`config.mk`:
```
export PLATFORM = sky130hd
export DESIGN_NAME = busrec_seq
export DESIGN_NICKNAME = d
export VERILOG_FILES = /design/src/rtl/busrec_pkg.sv /design/src/rtl/busrec_sync.sv /design/src/rtl/busrec_phase_timer.sv /design/src/rtl/busrec_pulse_ctr.sv /design/src/rtl/busrec_line_ctl.sv /design/src/rtl/busrec_seq.sv
export SDC_FILE = /design/constraint.sdc
export NUM_CORES = 1
export LEC_CHECK = 0
export BUFFER_PORTS_ARGS = -buffer_cell sky130_fd_sc_hd__buf_2
export CAP_MARGIN = 0
export CORE_UTILIZATION = 60
export CTS_BUF_LIST = sky130_fd_sc_hd__clkbuf_8
export CTS_CLUSTER_SIZE = 30
export DETAILED_ROUTE_END_ITERATION = 8
export PLACE_DENSITY = 0.79
export REMOVE_ABC_BUFFERS = 1
export SLEW_MARGIN = 20
export SYNTH_ARGS = -nofsm -noshare
export SYNTH_HDL_FRONTEND = slang
export SYNTH_SLANG_ARGS = --single-unit
export TNS_END_PERCENT = 30
```
`constraint.sdc`:
```
create_clock -name clk -period 1.9 [get_ports clk]
set_clock_uncertainty 0.1 [all_clocks]
set_input_delay 0 -clock clk [delete_from_list [all_inputs] [get_ports clk]]
set_output_delay 0 -clock clk [all_outputs]
set_load 0.05 [all_outputs]
```
`src/rtl/busrec_pkg.sv`:
```
package busrec_pkg;
  typedef enum logic [2:0] {
    ST_IDLE        = 3'd0,
    ST_CLK_LOW     = 3'd1,
    ST_CLK_HIGH    = 3'd2,
    ST_START_SETUP = 3'd3,
    ST_START       = 3'd4,
    ST_STOP_SETUP  = 3'd5,
    ST_STOP        = 3'd6,
    ST_DONE        = 3'd7
  } rec_state_t;

  function automatic logic scl_pulled(rec_state_t s);
    return (s == ST_CLK_LOW) || (s == ST_STOP_SETUP);
  endfunction

  function automatic logic sda_pulled(rec_state_t s);
    return (s == ST_START) || (s == ST_STOP_SETUP) || (s == ST_STOP);
  endfunction

  function automatic logic scl_released_timed(rec_state_t s);
    return (s == ST_CLK_HIGH) || (s == ST_START_SETUP) ||
           (s == ST_START) || (s == ST_STOP);
  endfunction
endpackage

```
`src/rtl/busrec_sync.sv`:
```
module busrec_sync #(
  parameter int STAGES = 2
) (
  input  logic clk,
  input  logic rst_n,
  input  logic d,
  output logic q
);
  generate
    if (STAGES == 0) begin : g_bypass
      assign q = d;
    end else begin : g_chain
      logic [STAGES-1:0] chain_q;
      always_ff @(posedge clk) begin
        if (!rst_n) chain_q <= '1;
        else if (STAGES == 1) chain_q <= d;
        else chain_q <= {chain_q[STAGES-2:0], d};
      end
      assign q = chain_q[STAGES-1];
    end
  endgenerate
endmodule

```
`src/rtl/busrec_phase_timer.sv`:
```
module busrec_phase_timer #(
  parameter int HALF_CLKS = 250
) (
  input  logic clk,
  input  logic rst_n,
  input  logic restart,
  input  logic count_en,
  output logic expire
);
  localparam int CW = (HALF_CLKS > 1) ? $clog2(HALF_CLKS) : 1;
  localparam logic [CW-1:0] LAST = CW'(HALF_CLKS - 1);

  logic [CW-1:0] cnt_q;

  assign expire = count_en && (cnt_q == LAST);

  always_ff @(posedge clk) begin
    if (!rst_n)         cnt_q <= '0;
    else if (restart)   cnt_q <= '0;
    else if (count_en)  cnt_q <= cnt_q + 1'b1;
  end


  tmr_range_chk: assert property (@(posedge clk) disable iff (!rst_n)
    (cnt_q <= LAST));

  tmr_step_chk: assert property (@(posedge clk) disable iff (!rst_n)
    (!restart && count_en && !expire) |=> (cnt_q == $past(cnt_q) + 1'b1));
endmodule

```
`src/rtl/busrec_pulse_ctr.sv`:
```
module busrec_pulse_ctr #(
  parameter int NUM_PULSES = 9
) (
  input  logic clk,
  input  logic rst_n,
  input  logic clear,
  input  logic step,
  output logic last
);
  localparam int PW = (NUM_PULSES > 1) ? $clog2(NUM_PULSES) : 1;
  localparam logic [PW-1:0] TOP = PW'(NUM_PULSES - 1);

  logic [PW-1:0] cnt_q;

  assign last = (cnt_q == TOP);

  always_ff @(posedge clk) begin
    if (!rst_n)                cnt_q <= '0;
    else if (clear)            cnt_q <= '0;
    else if (step && !last)    cnt_q <= cnt_q + 1'b1;
  end


  pulse_range_chk: assert property (@(posedge clk) disable iff (!rst_n)
    (cnt_q <= TOP));

  pulse_step_chk: assert property (@(posedge clk) disable iff (!rst_n)
    (step && !clear) |-> !last);
endmodule

```
`src/rtl/busrec_line_ctl.sv`:
```
module busrec_line_ctl
  import busrec_pkg::*;
(
  input  logic       clk,
  input  logic       rst_n,
  input  rec_state_t state_d,
  output logic       scl_oe,
  output logic       sda_oe
);
  always_ff @(posedge clk) begin
    if (!rst_n) begin
      scl_oe <= 1'b0;
      sda_oe <= 1'b0;
    end else begin
      scl_oe <= scl_pulled(state_d);
      sda_oe <= sda_pulled(state_d);
    end
  end


  sda_edge_chk: assert property (@(posedge clk) disable iff (!rst_n)
    (sda_oe != $past(sda_oe)) |-> (!scl_oe && !$past(scl_oe)));

  stop_order_chk: assert property (@(posedge clk) disable iff (!rst_n)
    $fell(scl_oe) && sda_oe |=> sda_oe);
endmodule

```
`src/rtl/busrec_seq.sv`:
```
module busrec_seq
  import busrec_pkg::*;
#(
  parameter int HALF_CLKS   = 250,
  parameter int NUM_PULSES  = 9,
  parameter int SYNC_STAGES = 2
) (
  input  logic clk,
  input  logic rst_n,
  input  logic req,
  input  logic scl_in,
  input  logic sda_in,
  output logic scl_oe,
  output logic sda_oe,
  output logic busy,
  output logic done,
  output logic sda_stuck
);
  rec_state_t state_q, state_d;
  logic scl_s, sda_s;
  logic tmr_restart, tmr_en, tmr_exp;
  logic pc_clear, pc_step, pc_last;
  logic stuck_load;

  busrec_sync #(.STAGES(SYNC_STAGES)) u_scl_sync (
    .clk(clk), .rst_n(rst_n), .d(scl_in), .q(scl_s));
  busrec_sync #(.STAGES(SYNC_STAGES)) u_sda_sync (
    .clk(clk), .rst_n(rst_n), .d(sda_in), .q(sda_s));

  busrec_phase_timer #(.HALF_CLKS(HALF_CLKS)) u_timer (
    .clk(clk), .rst_n(rst_n), .restart(tmr_restart),
    .count_en(tmr_en), .expire(tmr_exp));

  busrec_pulse_ctr #(.NUM_PULSES(NUM_PULSES)) u_pulses (
    .clk(clk), .rst_n(rst_n), .clear(pc_clear),
    .step(pc_step), .last(pc_last));

  busrec_line_ctl u_lines (
    .clk(clk), .rst_n(rst_n), .state_d(state_d),
    .scl_oe(scl_oe), .sda_oe(sda_oe));

  always_comb begin
    if (scl_released_timed(state_q)) tmr_en = scl_s;
    else                              tmr_en = (state_q == ST_CLK_LOW) ||
                                               (state_q == ST_STOP_SETUP);
  end

  always_comb begin
    state_d     = state_q;
    tmr_restart = 1'b0;
    pc_clear    = 1'b0;
    pc_step     = 1'b0;
    stuck_load  = 1'b0;
    case (state_q)
      ST_IDLE: if (req) begin
        state_d     = ST_CLK_LOW;
        tmr_restart = 1'b1;
        pc_clear    = 1'b1;
      end
      ST_CLK_LOW: if (tmr_exp) begin
        state_d     = ST_CLK_HIGH;
        tmr_restart = 1'b1;
      end
      ST_CLK_HIGH: if (tmr_exp) begin
        tmr_restart = 1'b1;
        if (pc_last) begin
          state_d    = ST_START_SETUP;
          stuck_load = 1'b1;
        end else begin
          state_d = ST_CLK_LOW;
          pc_step = 1'b1;
        end
      end
      ST_START_SETUP: if (tmr_exp) begin
        state_d     = ST_START;
        tmr_restart = 1'b1;
      end
      ST_START: if (tmr_exp) begin
        state_d     = ST_STOP_SETUP;
        tmr_restart = 1'b1;
      end
      ST_STOP_SETUP: if (tmr_exp) begin
        state_d     = ST_STOP;
        tmr_restart = 1'b1;
      end
      ST_STOP: if (tmr_exp) begin
        state_d     = ST_DONE;
        tmr_restart = 1'b1;
      end
      ST_DONE: state_d = ST_IDLE;
      default: state_d = ST_IDLE;
    endcase
  end

  always_ff @(posedge clk) begin
    if (!rst_n) begin
      state_q   <= ST_IDLE;
      sda_stuck <= 1'b0;
    end else begin
      state_q <= state_d;
      if (pc_clear)        sda_stuck <= 1'b0;
      else if (stuck_load) sda_stuck <= ~sda_s;
    end
  end

  assign busy = (state_q != ST_IDLE);
  assign done = (state_q == ST_DONE);


  done_one_chk: assert property (@(posedge clk) disable iff (!rst_n)
    done |=> !done && !busy);

  idle_release_chk: assert property (@(posedge clk) disable iff (!rst_n)
    !busy |-> (!scl_oe && !sda_oe));

  stuck_keep_chk: assert property (@(posedge clk) disable iff (!rst_n)
    (!busy && $past(!busy)) |-> $stable(sda_stuck));

  req_busy_chk: assert property (@(posedge clk) disable iff (!rst_n)
    (busy && !done && state_q != ST_CLK_LOW) |=> (state_q != ST_CLK_LOW) || $past(state_q == ST_CLK_HIGH));
endmodule

```
## Word-level counts from Yosys, hierarchy flattened

Index checks and enable logic that the tools add are counted.

- Register bits after elaboration: 22
- Bits in latches: 0
- RAM bits: 0
- Memory bits (read-only): 0
- Input port bits: 5
- Output and inout port bits: 5
- Logic and storage cells: 60
- Memories kept: 0

- Add/sub/neg operators: 2
- $mul: 0
- Div/mod/pow operators: 0
- Magnitude comparators: 0
- Equal/unequal tests: 13
- Shifts and indexed selects: 0
- Multiplexer cells: 20
- Bitwise gates (word level): 2
- Reduce and logical (&&, ||, !) cells: 15

Operator list:

| operator | number |
|---|---|
| case mux 3 bit (8 select lines) | 1 |
| == test 3 bit, second input constant | 7 |
| two-way mux 3 bit | 7 |
| two-way mux 1 bit | 10 |
| adder 8 x 1 -> 8 bit, second input constant | 1 |
| == test 8 bit, second input constant | 1 |
| logical OR 1 bit | 7 |
| == test 3 x 1 -> 1 bit, second input constant | 2 |
| == test 3 x 2 -> 1 bit, second input constant | 2 |
| OR reduction 6 bit | 1 |
| adder 4 x 1 -> 4 bit, second input constant | 1 |
| == test 4 bit, second input constant | 1 |
| OR reduction 2 bit | 2 |
| zero test 3 bit | 1 |
| nonzero test 3 bit | 1 |
| logical AND 1 bit | 2 |
| two-way mux 2 bit | 1 |
| inverter 1 bit | 2 |
| case mux 1 bit (2 select lines) | 1 |
| zero test 1 bit | 1 |

## Longest topological paths before layout

- Word-level depth: 11
- Depth in mapped cells: 6
- Depth with buffers taken out: 6

## Cells and area by module

A second synthesis with hierarchy kept.

- Cell total of the unflattened synthesis: 122
- Area, all modules: 1084.8 µm²

By module, submodules not included:

| module | instances | cells an instance | area an instance (µm²) | seq. area each (µm²) |
|---|---|---|---|---|
| busrec_phase_timer | 1 | 42 | 371.6 | 160.2 |
| busrec_seq | 1 | 42 | 332.8 | 80.1 |
| busrec_pulse_ctr | 1 | 25 | 217.7 | 80.1 |
| busrec_sync | 2 | 4 | 52.6 | 40.0 |
| busrec_line_ctl | 1 | 5 | 57.6 | 40.0 |

## Worst setup path after synthesis

Ideal clock, no wire load.

- Path type: register -> register
- From: register u_timer.cnt_q[0]
- To: register u_lines.scl_oe
- Setup time: 86 ps
- Arrival time: 1509 ps
- Required time: 1714 ps
- Setup slack: 205 ps
- Cell stages (with the launch flop): 6
- Buffers on the path: 0
- Period minus slack after synthesis: 1695 ps
- Cell sequence: dfxtp_1 > ha_1 > and4_1 > nand2_1 > or4_1 > a211oi_1

- Cells in the longest elaborated chain, start to end: 6
- Elaborated cells between the ends (all ways): 12
- Classes of those cells: 3 x eq/ne; 7 x mux; 2 x reduce/logical

Ends and longest elaborated chain:

| what | line | RTL |
|---|---|---|
| start: declaration | busrec_phase_timer.sv:13 | `logic [CW-1:0] cnt_q;` |
| start signal: assignment | busrec_phase_timer.sv:20 | `else if (count_en) cnt_q <= cnt_q + 1'b1;` |
| == test 8 bit (*) | busrec_phase_timer.sv:15 | `assign expire = count_en && (cnt_q == LAST);` |
| logical AND 1 bit (*) | busrec_phase_timer.sv:15 |  |
| two-way mux 3 bit (tied with other cells) | busrec_seq.sv:86 | `ST_STOP: if (tmr_exp) begin` |
| case mux 3 bit (8 select lines) (*) | busrec_seq.sv:54 | `case (state_q)` |
| == test 3 x 1 -> 1 bit / == test 3 bit (equally long branches) | busrec_pkg.sv:14 | `return (s == ST_CLK_LOW) \|\| (s == ST_STOP_SETUP);` |
| logical OR 1 bit (*) | busrec_pkg.sv:14 |  |
| end signal: assignment | busrec_line_ctl.sv:15 | `scl_oe <= scl_pulled(state_d);` |
| end: declaration | busrec_line_ctl.sv:7 | `output logic scl_oe,` |

Every way passes the cells marked *; elsewhere a longest branch is shown, timed or not.
A chain may end at the register's enable or synchronous reset.

## Final worst setup path

- From: register state_q[2]
- To: register state_q[2]

- Cells in the longest elaborated chain, start to end: 8
- Elaborated cells between the ends (all ways): 22
- Classes of those cells: 7 x eq/ne; 9 x mux; 6 x reduce/logical

Ends and longest elaborated chain:

| what | line | RTL |
|---|---|---|
| start: declaration | busrec_seq.sv:19 | `rec_state_t state_q, state_d;` |
| start signal: assignment | busrec_seq.sv:100 | `state_q <= state_d;` |
| == test 3 x 2 -> 1 bit | busrec_pkg.sv:22, busrec_seq.sv:54 |  |
| logical OR 1 bit (2 in series) | busrec_pkg.sv:22 | `return (s == ST_CLK_HIGH) \|\| (s == ST_START_SETUP) \|\|` |
| logical OR 1 bit | busrec_pkg.sv:23 | `(s == ST_START) \|\| (s == ST_STOP);` |
| two-way mux 1 bit | busrec_seq.sv:43 | `if (scl_released_timed(state_q)) tmr_en = scl_s;` |
| logical AND 1 bit | busrec_phase_timer.sv:15 |  |
| two-way mux 3 bit (tied with other cells) | busrec_seq.sv:86 |  |
| case mux 3 bit (8 select lines) (*) | busrec_seq.sv:54 |  |

Marks and branches as above.

==> out/qor.yml <==
numCtsBuffers: 3
rows: 15
hold_viol: 0
yosysMostFrequentCell: "dfxtp_1"
switchingPower_mw: 0.228
finalNetCount: 154
num_io_pins: 10
drt_iter0_drc: 32
overflow: 0
drv_slew: 0
cp_top_family: "compound AO/OA/AOI/OAI gates"
ys_top_cells_by_count: "22 x dfxtp_1, 11 x inv_1, 10 x a21oi_1"
crit_slowest_cell: "dfxtp_1"
comb_power_share: 0.134
root_buffer: "clkbuf_8"
synthMuxAreaShare: 0
cts_tree: "yes"
rsz0062_at_grt: "false"
die_area_um2: 2050
grt_max_degree: 18
ir_drop_v: 0.000643
cts_sinks: 22
power.internal_mw: 0.664
clk_latency_ns: 0.26
grt_pass1_vias: 929
initial_core_util: 0.643
synth_top_family_by_area: "compound AO/OA/AOI/OAI gates"
core_um2: 1750
dp_hpwl_um: 1650
grt_pass1_wl_um: 4030
start_kind: "flip-flop"
finalCritPeriodShare: 0.948
final.setup.tns_ns: 0
cts_buffer_depth: 2
critPathMaxFanout: 17
drc_errors: 0
die_h_um: 45.3
yosysTopAreaCellShare: 0.392
routed_wl_um: 2490
relSlewSlack: 0.715
critPathRequiredTime_ns: 1.99
antenna_found_initial: 0
setup_viol: 0
yosysTopAreaCell: "dfxtp_1"
ant_nets: 0
syn_inst: 124
synth-seq-area-share: 0.392
synth-compound-area-share: 0.244
htreeDepth: 1
synthSimpleGateAreaFrac: 0.233
placed_area_um2: 1200
num_vias: 1022
firstDrtPassIters: 4
postCtsSetupBuffers: 0
arrival_ns: 1.89
layout_min_cycle_time_ns: 1.80
leakagePower_nw: 0.485
antenna_cells: 0
crit_buf_inv: 0
fmax_ghz: 0.555
synth_edf_count: 0
synth-xor-area-share: 0.0156
routabilityCongestion: 0.868
slowest_delay_ns: 0.54
vias_per_cell: 6.08
track_usage: 0.275
yosys-top-cells-area: "dfxtp_1 39%, or4_1 4.7%, a21oi_1 4.5%"
status: "finished, final reports clean"
routedWlPerCell_um: 14.8
die_w_um: 45.3
power_frac_seq: 0.549
max_cap_viol_count: 0
yosysWarnings: 0
end_kind: "flip-flop"
synthFlopType: "dfxtp_1"
crit_type: "flip-flop to flip-flop"
clk_pin_slew_ns: 0.07
ys_ff_latch: 22
holdCritPathClass: "flip-flop to flip-flop"
fin_area_um2: 1320
syn_area_um2: 1120
worst_pin_slew_ns: 0.427
swShare: 0.256
io_buffers: 9
area_growth_pct: 17.5
p_clk_frac: 0.317
drive_gt1_frac: 0.189
synthArstFlopShare: 0
crit_chain: "o21a_1, o22ai_4, or4_1, a21oi_1"
yosysUniqueCellTypes: 40
power-per-cell-area_nw_per_um2: 676
synth-adder-area-share: 0.0446
syn_area_per_cell_um2: 9.05
worst paths after layout:
| path | startpoint | to | slack, ns | cells past startpoint |
|---|---|---|---|---|
| max reg2reg | state_q[2] | state_q[2] | 0.1 | 4 |
| min reg2reg | u_sda_sync.g_chain.chain_q[0] | u_sda_sync.g_chain.chain_q[1] | 0.32 | 1 |
| max | state_q[2] | state_q[2] | 0.1 | 4 |
| min | u_sda_sync.g_chain.chain_q[0] | u_sda_sync.g_chain.chain_q[1] | 0.32 | 1 |
worst register-to-register path, stage by stage, from the launching register on:
cell and delay (ns):
dfxtp_1 0.54, o21a_1 0.24, o22ai_4 0.16, or4_1 0.51, a21oi_1 0.18
repair_timing:
action / 4_1_cts / 5_1_grt
hold buffers: 6 / 0
endpoints found under the setup margin: 0 / 7
hold endpoints to repair: 7 / 0
gates resized for setup: 0 / 4
power groups by stage:
stage | Clock [mW] | Sequential (mW) | Combinational, mW
floorplan | 0 | 0.506 | 0.0548
global placement | 0 | 0.496 | 0.0974
detailed placement | 0 | 0.497 | 0.101
CTS | 0.285 | 0.486 | 0.111
global route | 0.302 | 0.490 | 0.129
finish | 0.283 | 0.489 | 0.119
registers in the layout, indices dropped and copies added, names as in the netlist:
| signal | cells |
|---|---|
| sda_stuck | 1 |
| u_scl_sync.g_chain.chain_q | 2 |
| u_pulses.cnt_q | 4 |
| u_sda_sync.g_chain.chain_q | 2 |
| state_q | 3 |
| u_lines.scl_oe | 1 |
| u_timer.cnt_q | 8 |
| u_lines.sda_oe | 1 |
area by class of cell:
type	instances	area [um^2]
Sequential cell	22	442
Inverter	11	41.3
Fill cell	134	427
Multi-Input combinational cell	87	621
Timing Repair Buffer	20	143
Clock buffer	3	41.3
Tap cell	25	31.3
placed cells by master, fill, tap and decap left out, types with 2 or more instances in the layout:
cell	instances
nor2_1	6
or3_1	3
nand3_1	2
o31ai_1	5
nand2b_1	4
nand2_1	8
o21ai_0	4
dfxtp_1	21
ha_1	4
inv_1	11
o21a_1	2
xnor2_1	2
buf_4	5
clkbuf_8	3
a21oi_1	10
nor3_1	2
a21o_1	2
or4_1	7
dlygate4sd3_1	6
buf_2	9
a211oi_1	5
kinds of logic after synthesis:
family | after synthesis
buffers and inverters | 15
DFF | 22
and+or+nand+nor | 42
xor gates and xnor gates | 2
AOI/OAI and AO/OA | 39
adders and majority gates | 4
layer usage:
| metal | wire [um] | up-vias | part of all wire | track usage |
|---|---|---|---|---|
| li1 | - | 496 | - | - |
| met1 | 1060 | 482 | 0.43 | 0.322 |
| met2 | 1240 | 39 | 0.50 | 0.493 |
| met3 | 147 | 5 | 0.059 | 0.0480 |
| met4 | 35 | 0 | 0.014 | 0.109 |
| met5 | 0 | - | 0 | 0 |
metrics by stage:
step	cells	hold slack (ns)	util	total power [mW]	setup WS, ns
after floorplan	120	-0.0270	-	0.561	0.205
after global placement	159	0.0814	0.687	0.594	0.133
after detailed placement	159	0.0850	0.687	0.598	0.105
after CTS	168	0.310	0.745	0.882	0.0771
after global routing	168	0.344	0.756	0.920	0.0179
final	168	0.322	0.756	0.891	0.0991
(Power assumes the default switching activity.)
